File: config.mk
export PLATFORM = sky130hd
export DESIGN_NAME = usb_ls_rx
export DESIGN_NICKNAME = d
export VERILOG_FILES = /design/src/rtl/usb_ls_rx_pkg.sv /design/src/rtl/usb_ls_line_sync.sv /design/src/rtl/usb_ls_bit_timer.sv /design/src/rtl/usb_ls_nrzi_unstuff.sv /design/src/rtl/usb_ls_rx.sv
export SDC_FILE = /design/constraint.sdc
export NUM_CORES = 1
export LEC_CHECK = 0
export BUFFER_PORTS_ARGS = -buffer_cell sky130_fd_sc_hd__buf_2
export CAP_MARGIN = 40
export CELL_PAD_IN_SITES_DETAIL_PLACEMENT = 1
export CELL_PAD_IN_SITES_GLOBAL_PLACEMENT = 2
export CORE_MARGIN = 8
export CORE_UTILIZATION = 33
export CTS_CLUSTER_SIZE = 25
export DETAILED_ROUTE_END_ITERATION = 16
export PLACE_DENSITY_LB_ADDON = 0.15
export SYNTH_ARGS = -nofsm -noshare
export SYNTH_HDL_FRONTEND = slang
export SYNTH_SLANG_ARGS = --single-unit
File: constraint.sdc
create_clock -name clk -period 2.3 [get_ports clk]
set_clock_uncertainty 0.2 [all_clocks]
set_input_delay 0.46 -clock clk [delete_from_list [all_inputs] [get_ports clk]]
set_output_delay 0.46 -clock clk [all_outputs]
set_load 0.02 [all_outputs]
File: src/rtl/usb_ls_rx_pkg.sv
// Shared types for the low-speed receiver.
// Line state is packed as {dp, dm}; states of the receive sequencer.
package usb_ls_rx_pkg;

    typedef enum logic [1:0] {
        LN_SE0 = 2'b00,
        LN_J   = 2'b01,
        LN_K   = 2'b10,
        LN_SE1 = 2'b11
    } line_e;

    typedef enum logic [1:0] {
        RX_IDLE = 2'b00,
        RX_HUNT = 2'b01,
        RX_CHK  = 2'b10,
        RX_DATA = 2'b11
    } rx_state_e;

endpackage

File: src/rtl/usb_ls_line_sync.sv
// Two-flop synchronizer for the D+/D- pair, plus a one-cycle delayed copy
// used for transition and edge detection.
// Assumes: dp/dm are asynchronous to clk; reset value is bus idle (J).
module usb_ls_line_sync
    import usb_ls_rx_pkg::*;
(
    input  logic  clk,
    input  logic  rst_n,
    input  logic  dp_i,
    input  logic  dm_i,
    output line_e line_o,
    output line_e line_d_o
);

    logic [1:0] meta_q;
    logic [1:0] sync_q;
    logic [1:0] hist_q;

    // Synchronize the line pair and keep one cycle of history.
    always_ff @(posedge clk) begin
        if (!rst_n) begin
            meta_q <= 2'b01;
            sync_q <= 2'b01;
            hist_q <= 2'b01;
        end else begin
            meta_q <= {dp_i, dm_i};
            sync_q <= meta_q;
            hist_q <= sync_q;
        end
    end

    assign line_o   = line_e'(sync_q);
    assign line_d_o = line_e'(hist_q);

endmodule

File: src/rtl/usb_ls_bit_timer.sv
// Bit-phase counter. Phase 0 is the cycle a line transition is seen; the
// sample strobe fires at mid-bit (BIT_CYCLES/2) and every BIT_CYCLES after.
// Assumes: trans_i is high for one cycle per change of line state.
module usb_ls_bit_timer #(
    parameter int BIT_CYCLES = 8
) (
    input  logic clk,
    input  logic rst_n,
    input  logic trans_i,
    output logic strobe_o
);

    localparam int PW = (BIT_CYCLES > 2) ? $clog2(BIT_CYCLES) : 1;
    localparam logic [PW-1:0] MID  = PW'(BIT_CYCLES / 2);
    localparam logic [PW-1:0] LAST = PW'(BIT_CYCLES - 1);

    logic [PW-1:0] ph_q;
    logic [PW-1:0] ph_now;

    // Current phase: restarted by a transition, else the running count.
    always_comb begin
        ph_now   = trans_i ? '0 : ph_q;
        strobe_o = (ph_now == MID);
    end

    // Advance the phase modulo BIT_CYCLES.
    always_ff @(posedge clk) begin
        if (!rst_n) begin
            ph_q <= '0;
        end else begin
            ph_q <= (ph_now == LAST) ? '0 : ph_now + PW'(1);
        end
    end

    // strobes are never back to back
    assert_strobe_spacing_R9: assert property (@(posedge clk) disable iff (!rst_n)
        strobe_o |=> !strobe_o);

endmodule

File: src/rtl/usb_ls_nrzi_unstuff.sv
// NRZI decoder with bit unstuffing. On each sample it compares D- with the
// previous sample (equal = 1). After STUFF_LEN ones the next sample is
// dropped. init_i loads the state left by the end of sync (last level K,
// one 1 already counted).
module usb_ls_nrzi_unstuff #(
    parameter int STUFF_LEN = 6
) (
    input  logic clk,
    input  logic rst_n,
    input  logic init_i,
    input  logic smp_i,
    input  logic dm_i,
    output logic bit_vld_o,
    output logic bit_o
);

    localparam int OW = $clog2(STUFF_LEN + 1);
    localparam logic [OW-1:0] STUFF_AT = OW'(STUFF_LEN);

    logic [OW-1:0] ones_q;
    logic          prev_q;
    logic          is_stuff;

    // Decode the current sample and mark stuffed positions.
    always_comb begin
        is_stuff  = (ones_q == STUFF_AT);
        bit_o     = (dm_i == prev_q);
        bit_vld_o = smp_i && !is_stuff;
    end

    // Track the previous level and the run of ones.
    always_ff @(posedge clk) begin
        if (!rst_n) begin
            prev_q <= 1'b0;
            ones_q <= '0;
        end else if (init_i) begin
            prev_q <= 1'b0;
            ones_q <= OW'(1);
        end else if (smp_i) begin
            prev_q <= dm_i;
            if (is_stuff || !bit_o) ones_q <= '0;
            else                    ones_q <= ones_q + OW'(1);
        end
    end

    // the run of ones never passes the stuffing length
    assert_stuff_bound_R4: assert property (@(posedge clk) disable iff (!rst_n)
        ones_q <= STUFF_AT);

endmodule

File: src/rtl/usb_ls_rx.sv
// Low-speed USB packet receiver top. Hunts for the sync edge, confirms the
// double-K, then assembles decoded bits into bytes until SE0, byte-limit
// overflow, or (before data) a sync timeout. Assumes eight clocks per bit
// and a one-clock arm pulse while idle.
module usb_ls_rx
    import usb_ls_rx_pkg::*;
#(
    parameter int BIT_CYCLES   = 8,
    parameter int MAX_BYTES    = 11,
    parameter int SYNC_TIMEOUT = 160,
    parameter int STUFF_LEN    = 6
) (
    input  logic       clk,
    input  logic       rst_n,
    input  logic       arm_i,
    input  logic       dp_i,
    input  logic       dm_i,
    output logic [7:0] byte_o,
    output logic       byte_vld_o,
    output logic       pkt_end_o,
    output logic       ovf_err_o,
    output logic       sync_err_o
);

    localparam int NBW = $clog2(MAX_BYTES + 1);
    localparam int TW  = $clog2(SYNC_TIMEOUT + 1);
    localparam logic [NBW-1:0] NB_LIMIT = NBW'(MAX_BYTES);
    localparam logic [TW-1:0]  TMO_LAST = TW'(SYNC_TIMEOUT - 1);

    line_e      line;
    line_e      line_d;
    logic       trans;
    logic       strobe;
    rx_state_e  state_q;
    logic       kseen_q;
    logic [TW-1:0]  tmo_q;
    logic [2:0]     bitpos_q;
    logic [7:0]     shreg_q;
    logic [NBW-1:0] nbytes_q;
    logic       eop_hit;
    logic       dec_smp;
    logic       dec_init;
    logic       bit_vld;
    logic       bit_val;
    logic [7:0] next_byte;

    usb_ls_line_sync u_sync (
        .clk      (clk),
        .rst_n    (rst_n),
        .dp_i     (dp_i),
        .dm_i     (dm_i),
        .line_o   (line),
        .line_d_o (line_d)
    );

    assign trans = (line != line_d);

    usb_ls_bit_timer #(.BIT_CYCLES(BIT_CYCLES)) u_timer (
        .clk      (clk),
        .rst_n    (rst_n),
        .trans_i  (trans),
        .strobe_o (strobe)
    );

    // Sample qualification: end of packet, decoder sample, decoder load.
    always_comb begin
        eop_hit  = (state_q == RX_DATA) && strobe && (line == LN_SE0) && (bitpos_q != 3'd0);
        dec_smp  = (state_q == RX_DATA) && strobe && !eop_hit;
        dec_init = (state_q == RX_CHK) && strobe && (line == LN_K) && kseen_q;
    end

    usb_ls_nrzi_unstuff #(.STUFF_LEN(STUFF_LEN)) u_dec (
        .clk       (clk),
        .rst_n     (rst_n),
        .init_i    (dec_init),
        .smp_i     (dec_smp),
        .dm_i      (line[0]),
        .bit_vld_o (bit_vld),
        .bit_o     (bit_val)
    );

    assign next_byte = {bit_val, shreg_q[7:1]};

    // Receive sequencer, byte assembly and one-clock output flags.
    always_ff @(posedge clk) begin
        if (!rst_n) begin
            state_q    <= RX_IDLE;
            kseen_q    <= 1'b0;
            tmo_q      <= '0;
            bitpos_q   <= '0;
            shreg_q    <= '0;
            nbytes_q   <= '0;
            byte_o     <= '0;
            byte_vld_o <= 1'b0;
            pkt_end_o  <= 1'b0;
            ovf_err_o  <= 1'b0;
            sync_err_o <= 1'b0;
        end else begin
            byte_vld_o <= 1'b0;
            pkt_end_o  <= 1'b0;
            ovf_err_o  <= 1'b0;
            sync_err_o <= 1'b0;
            unique case (state_q)
                RX_IDLE: begin
                    if (arm_i) begin
                        state_q <= RX_HUNT;
                        tmo_q   <= '0;
                    end
                end
                RX_HUNT, RX_CHK: begin
                    tmo_q <= tmo_q + TW'(1);
                    if (tmo_q == TMO_LAST) begin
                        sync_err_o <= 1'b1;
                        state_q    <= RX_IDLE;
                    end else if (state_q == RX_HUNT) begin
                        if (line_d == LN_J && line == LN_K) begin
                            state_q <= RX_CHK;
                            kseen_q <= 1'b0;
                        end
                    end else if (strobe) begin
                        if (line != LN_K) begin
                            state_q <= RX_HUNT;
                        end else if (kseen_q) begin
                            state_q  <= RX_DATA;
                            bitpos_q <= '0;
                            nbytes_q <= '0;
                        end else begin
                            kseen_q <= 1'b1;
                        end
                    end
                end
                RX_DATA: begin
                    if (eop_hit) begin
                        pkt_end_o <= 1'b1;
                        state_q   <= RX_IDLE;
                    end else if (bit_vld) begin
                        shreg_q  <= next_byte;
                        bitpos_q <= bitpos_q + 3'd1;
                        if (bitpos_q == 3'd7) begin
                            if (nbytes_q == NB_LIMIT) begin
                                ovf_err_o <= 1'b1;
                                state_q   <= RX_IDLE;
                            end else begin
                                byte_o     <= next_byte;
                                byte_vld_o <= 1'b1;
                                nbytes_q   <= nbytes_q + NBW'(1);
                            end
                        end
                    end
                end
                default: state_q <= RX_IDLE;
            endcase
        end
    end

    // output flags are mutually exclusive
    assert_flags_excl_R10: assert property (@(posedge clk) disable iff (!rst_n)
        $onehot0({byte_vld_o, pkt_end_o, ovf_err_o, sync_err_o}));

    // byte strobe lasts one clock
    assert_vld_pulse_R3: assert property (@(posedge clk) disable iff (!rst_n)
        byte_vld_o |=> !byte_vld_o);

    // delivered byte count stays within the limit
    assert_no_overflow_R7: assert property (@(posedge clk) disable iff (!rst_n)
        nbytes_q <= NB_LIMIT);

    // a sync error leaves the receiver idle
    assert_sync_err_idle_R8: assert property (@(posedge clk) disable iff (!rst_n)
        sync_err_o |-> (state_q == RX_IDLE));

    // data phase is only entered from the K check on a K sample
    assert_data_after_kk_R2: assert property (@(posedge clk) disable iff (!rst_n)
        (state_q == RX_DATA && $past(state_q) != RX_DATA) |->
            ($past(state_q) == RX_CHK && $past(line) == LN_K));

endmodule

After elaboration in Yosys (flattened, before gate mapping)
Index checks and enable logic that the tools add are counted.
Storage, ports and cells
  register bits: 51
  input bits: 5
  output and inout bits: 12
  word-level logic and storage cells: 139
Cells by class
  add/subtract/negate cells: 5
  equality and inequality tests: 32
  mux-type cells: 44
  bitwise operators: 7
  reductions and logical operators: 33
Operators with widths (number)
  4-bit 2-to-1 mux: 9
  3-bit 2-to-1 mux: 9
  2-bit 2-to-1 mux: 11
  2-bit inequality test, second input constant: 11
  8-bit one-hot mux with 2 select lines: 1
  3-bit equality test, second input constant: 4
  1-bit 2-to-1 mux: 10
  10-bit AND reduction: 1
  5-bit AND reduction: 2
  3-bit by 1-bit adder with 3-bit output, second input constant: 3
  1-bit logical AND: 9
  8-bit by 1-bit adder with 8-bit output, second input constant: 1
  8-bit equality test, second input constant: 1
  8-bit 2-to-1 mux: 1
  4-bit inequality test, second input constant: 2
  4-bit one-hot mux with 2 select lines: 1
  8-bit AND reduction: 1
  2-bit nonzero test: 4
  1-bit inverter: 7
  7-bit AND reduction: 1
  2-bit equality test, second input constant: 3
  3-bit by 2-bit inequality test with 1-bit output, second input constant: 2
  2-bit one-hot mux with 3 select lines: 1
  3-bit one-hot mux with 2 select lines: 1
  16 further kinds: 25

Depth between registers and ports, before layout
  word-level depth: 12
  mapped depth: 10
  mapped depth without buffers: 9

Cells and area by module
Synthesis repeated with hierarchy kept, for this count alone.
Second synthesis, totals
  cells, all modules: 250
  area, all modules: 2412.3 µm²
By module, submodules not included
  usb_ls_rx: times used 1, cells each 199, area each 1855.5 µm², sequential area each 740.7 µm²
  usb_ls_nrzi_unstuff: times used 1, cells each 24, area each 236.5 µm², sequential area each 80.1 µm²
  usb_ls_bit_timer: times used 1, cells each 15, area each 162.7 µm², sequential area each 60.1 µm²
  usb_ls_line_sync: times used 1, cells each 12, area each 157.7 µm², sequential area each 120.1 µm²

Worst setup path after synthesis
OpenSTA, ideal clock, no wires.
  path kind: reg-to-reg
  start point: register u_sync.sync_q[1] (netlist: u_sync.line_o[1])
  end point: register nbytes_q[3]
  library setup time: 96 ps
  arrival time: 2226 ps
  data required time: 2004 ps
  setup slack: -222 ps
  cell stages (with the launch flop): 11
  path buffers: 1
  clock period less this slack: 2522 ps
  path through: dfxtp_1 xor2_1 nor2_1 nand2_1 ha_1 nand2_1 nor3_2 a41oi_2 or2_0 clkbuf_2 o41ai_2
On the way
  longest elaborated chain between the ends: 11
  elaborated cells on any way between the ends: 16
  classes of those cells: 7 x eq/ne; 1 x mux; 8 x reduce/logical
RTL lines
  start: declaration: line usb_ls_line_sync.sv:16  | logic [1:0] sync_q;
  start signal: assignment: line usb_ls_line_sync.sv:27  | sync_q <= meta_q;
  2-bit inequality test: line usb_ls_rx.sv:56  | assign trans = (line != line_d);
  3-bit 2-to-1 mux: line usb_ls_bit_timer.sv:22  | ph_now = trans_i ? '0 : ph_q;
  3-bit equality test: line usb_ls_bit_timer.sv:23  | strobe_o = (ph_now == MID);
  1-bit logical AND: line usb_ls_rx.sv:67, usb_ls_rx.sv:68
  1-bit logical AND (2 in series): line usb_ls_rx.sv:67  | eop_hit = (state_q == RX_DATA) && strobe && (line == LN_SE0) && (bitpos_q != 3'd0);
  1-bit logical NOT: line usb_ls_rx.sv:68  | dec_smp = (state_q == RX_DATA) && strobe && !eop_hit;
  1-bit logical AND: line usb_ls_rx.sv:68
  1-bit logical AND: line usb_ls_nrzi_unstuff.sv:28  | bit_vld_o = smp_i && !is_stuff;
  2-bit inequality test (no line)
  10-bit AND reduction (no line) *
  end signal: assignment: line usb_ls_rx.sv:146  | nbytes_q <= nbytes_q + NBW'(1);
  end: declaration: line usb_ls_rx.sv:39  | logic [NBW-1:0] nbytes_q;
Every way passes the cells marked *; elsewhere a longest branch is shown, timed or not.
A chain may end at the register's enable or synchronous reset.

Final worst setup path
  start point: register u_sync.sync_q[1] (netlist: u_sync.line_o[1])
  end point: register u_dec.ones_q[2]
On the way
  longest elaborated chain between the ends: 8
  elaborated cells on any way between the ends: 14
  classes of those cells: 3 x eq/ne; 1 x mux; 10 x reduce/logical
RTL lines
  2-bit inequality test: line usb_ls_rx.sv:56
  3-bit 2-to-1 mux: line usb_ls_bit_timer.sv:22
  3-bit equality test: line usb_ls_bit_timer.sv:23
  1-bit logical AND: line usb_ls_rx.sv:67, usb_ls_rx.sv:68
  1-bit logical AND (2 in series): line usb_ls_rx.sv:67
  1-bit logical NOT: line usb_ls_rx.sv:68
  1-bit logical AND: line usb_ls_rx.sv:68
  end signal: assignment: line usb_ls_nrzi_unstuff.sv:42  | else ones_q <= ones_q + OW'(1);
  end: declaration: line usb_ls_nrzi_unstuff.sv:20  | logic [OW-1:0] ones_q;
Several ways; a longest one is shown, not always the timed one.

==> reports/metrics.yaml <==
cts_root_buffer: "clkbuf_8"
endpoint_kind: "flop"
rows: 30
clk_pin_slew_worst_paths_ns: 0.10
ys.flop_type: "dfxtp_1"
drt.antenna.violating_nets: 0
cts_tree: "built"
syn-num-nets: 277
grt_pass1_wl_um: 9363
overflow: 0
critPathKind: "reg -> reg"
finish.instance_area_um2: 3040
startpoint_type: "flop"
fp.dieW_um: 100.4
yosys_register_bits: 50
path_buf_inv: 1
final_max_slew_viol_count: 0
grt_use_total_pct: 11.50
final_cell_mix: "dfxtp_1 (46), nor2_1 (30), nand2_1 (24), buf_4 (24), mux2i_1 (17)"
dp_cells: 386
dr_total_vias: 1904
setup_viol: 0
start_util_pct: 34.40
fin_cells: 397
first_iter_violations: 73
wl_per_cell_um: 14.63
slowest_stage: "dfxtp_4"
synthesis.instances: 257
die-area_um2: 10080
clock.fmax_mhz: 439.9
clkLatencyLatePin_ns: 0.31
slew_headroom_pct: 68.61
chipHeight_um: 100.4
rr_endpoint: "u_dec.ones_q[2]"
path_delay_family: "simple AND/OR/NAND/NOR gates"
cts-buffers-inserted: 5
use_met1_pct: 14.79
synth_top_area_share_pct: 42.60
hold_violations: 0
cpMostUsedCell: "nand2_4"
path_max_fanout: 7
mostFrequentLayoutCell: "dfxtp_1"
p_total_w: 0.001875
rsz0062_at_grt: "yes"
grt_pass1_vias: 1969
antenna_found_initial: 0
synth_edf_count: 0
crit_cells: 10
synthTopCellsByArea: "dfxtp_1 (43%), ha_1 (8.0%), mux2i_1 (7.2%)"
drive_gt1_share_pct: 27.57
area_growth_syn_to_layout_pct: 29.39
p_per_area_nw_per_um2: 616.8
routed_wirelength_um: 5809
synth_area_leader_cell: "dfxtp_1"
status: "finished clean"
gp_congestion: 0.7946
crit_required_ns: 2.35
crit_arrival_ns: 2.32
synth.avg_cell_area_um2: 9.143
hold-worst-slack_ns: 0.1239
critPathMaxStageDelay_ns: 0.37
syn_area_um2: 2350
min-delay-path-class: "in -> reg"
drcViolationCount: 0
period_share_pct: 98.84
yosysWarnings: 0
startpoint: "u_sync.line_o[1]"
antenna_cells: 0
grt_busiest_layer: "met2"
cts_hold_buffers: 0
design.core.area_um2: 6832
grt_max_degree: 20
rr_worst_depth: 10
rrSetupSlack_ns: 0.03
worst_pin_slew_ns: 0.4677
htreeDepth: 2
grtUsageMet2_pct: 18.26
cts_buffer_depth: 2
vias_per_cell: 4.796
reg2reg_from: "u_sync.line_o[1]"
pin_count: 17
gr-usage-met3_pct: 2.837
synthArstFlopShare_pct: 0
nets: 320
first_pass_iters: 4
critical_path.endpoint: "u_dec.ones_q[2]"
placement.io_buffers: 16
yosysUniqueCellTypes: 46
min_period_ns: 2.273
dpl_cell_area_um2: 2765
crit_chain: "xor2_4 -> nor2_4 -> nand2_2 -> ha_4 -> nand2_4 -> nor4_4 -> buf_6 -> nand2_4 -> or3_4 -> a21oi_2"
peakVddDrop_uv: 255.8
dpl.hpwl_um: 4066
leakagePower_nw: 1.313
maxCapViolations: 0
cts_num_sinks: 50
synth-seq-area-share_pct: 42.60
[state kept, by name (all words and copies together) (netlist names), 2 cells and up]
register,cells
shreg_q,7
u_sync.line_o,2
state_q,2
nbytes_q,4
u_timer.ph_q,3
u_sync.line_d_o,2
tmo_q,8
u_sync.meta_q,2
byte_o,8
bitpos_q,3
u_dec.ones_q,3
[per-stage QoR]
stage          setup slack (ns)  utilization, %  setup TNS [ns]
2_1_floorplan           0.02456               -               0
3_3_place_gp           -0.03023           40.48        -0.03023
3_5_place_dp           -0.02644           40.48        -0.05157
4_1_cts                0.002401           42.01               0
5_1_grt                -0.07318           44.51         -0.5894
6_report                0.02675           44.51               0
[cell type report]
class                      count  area [µm²]
fill                         802        3791
clock buffer                   5       68.82
timing repair buffer          44       322.8
tap                           96       120.1
inverter                      12       45.04
multi-input combinational    187        1439
clock inverter                 3       28.78
sequential                    50        1016
[synth_stat cells, drive strengths merged, types with 8 or more instances]
| library cell | n |
|---|---|
| mux2i | 17 |
| inv | 11 |
| nand2b | 8 |
| dfxtp | 50 |
| ha | 15 |
| nor2 | 31 |
| nand2 | 29 |
[worst reg2reg max path: cells and delay by family (launching register included)]
| family | cells | cell delay, ns |
|---|---|---|
| xor+xnor | 1 | 0.19 |
| buf+inv | 1 | 0.18 |
| compound gates | 1 | 0.11 |
| simple gates | 6 | 1.01 |
| flops | 1 | 0.37 |
| fa+ha+maj | 1 | 0.14 |
[worst min-delay path by stage]
stage                     startpoint               end  slack (ns)  cells after the start
finish                          dm_i  u_sync.meta_q[0]        0.12                      2
global placement    u_sync.meta_q[0]  u_sync.line_o[0]        0.21                      1
floorplan           u_sync.meta_q[0]  u_sync.line_o[0]        0.19                      1
global route                    dp_i  u_sync.meta_q[1]        0.15                      2
detailed placement  u_sync.meta_q[0]  u_sync.line_o[0]        0.21                      1
CTS                             dm_i  u_sync.meta_q[0]        0.11                      2
[logic make-up after synthesis]
group,after synthesis,synth area share (%)
XOR/XNOR,8,3.302
adder cells (fa/ha/maj),15,7.987
multiplexers,17,7.242
buffers and inverters,20,3.354
flip-flops,50,42.60
AO/OA/AOI/OAI,42,13.31
AND/OR/NAND/NOR,105,22.20
[power breakdown]
part	internal (W)	total [W]	switching, W
combinational	0.000181	0.000405	0.000224
clock	0.000228	0.000560	0.000332
sequential	0.000887	0.000910	0.0000229
total	0.00130	0.00188	0.000579
[layer usage]
layer	share of wire [%]	vias to the layer above	wire, µm
met3	2.5	7	144
li1	-	978	-
met4	1.1	0	61
met1	49	905	2865
met5	0	-	0
met2	47	14	2736
[repair_timing]
| action | 4_1_cts | 5_1_grt |
|---|---|---|
| cloned | 0 | 1 |
| setup buffers | 0 | 2 |
| resized for setup | 4 | 26 |
| endpoints found under the setup margin | 10 | 21 |
| pin swaps | 0 | 15 |
Power figures use the tool's default switching activity.
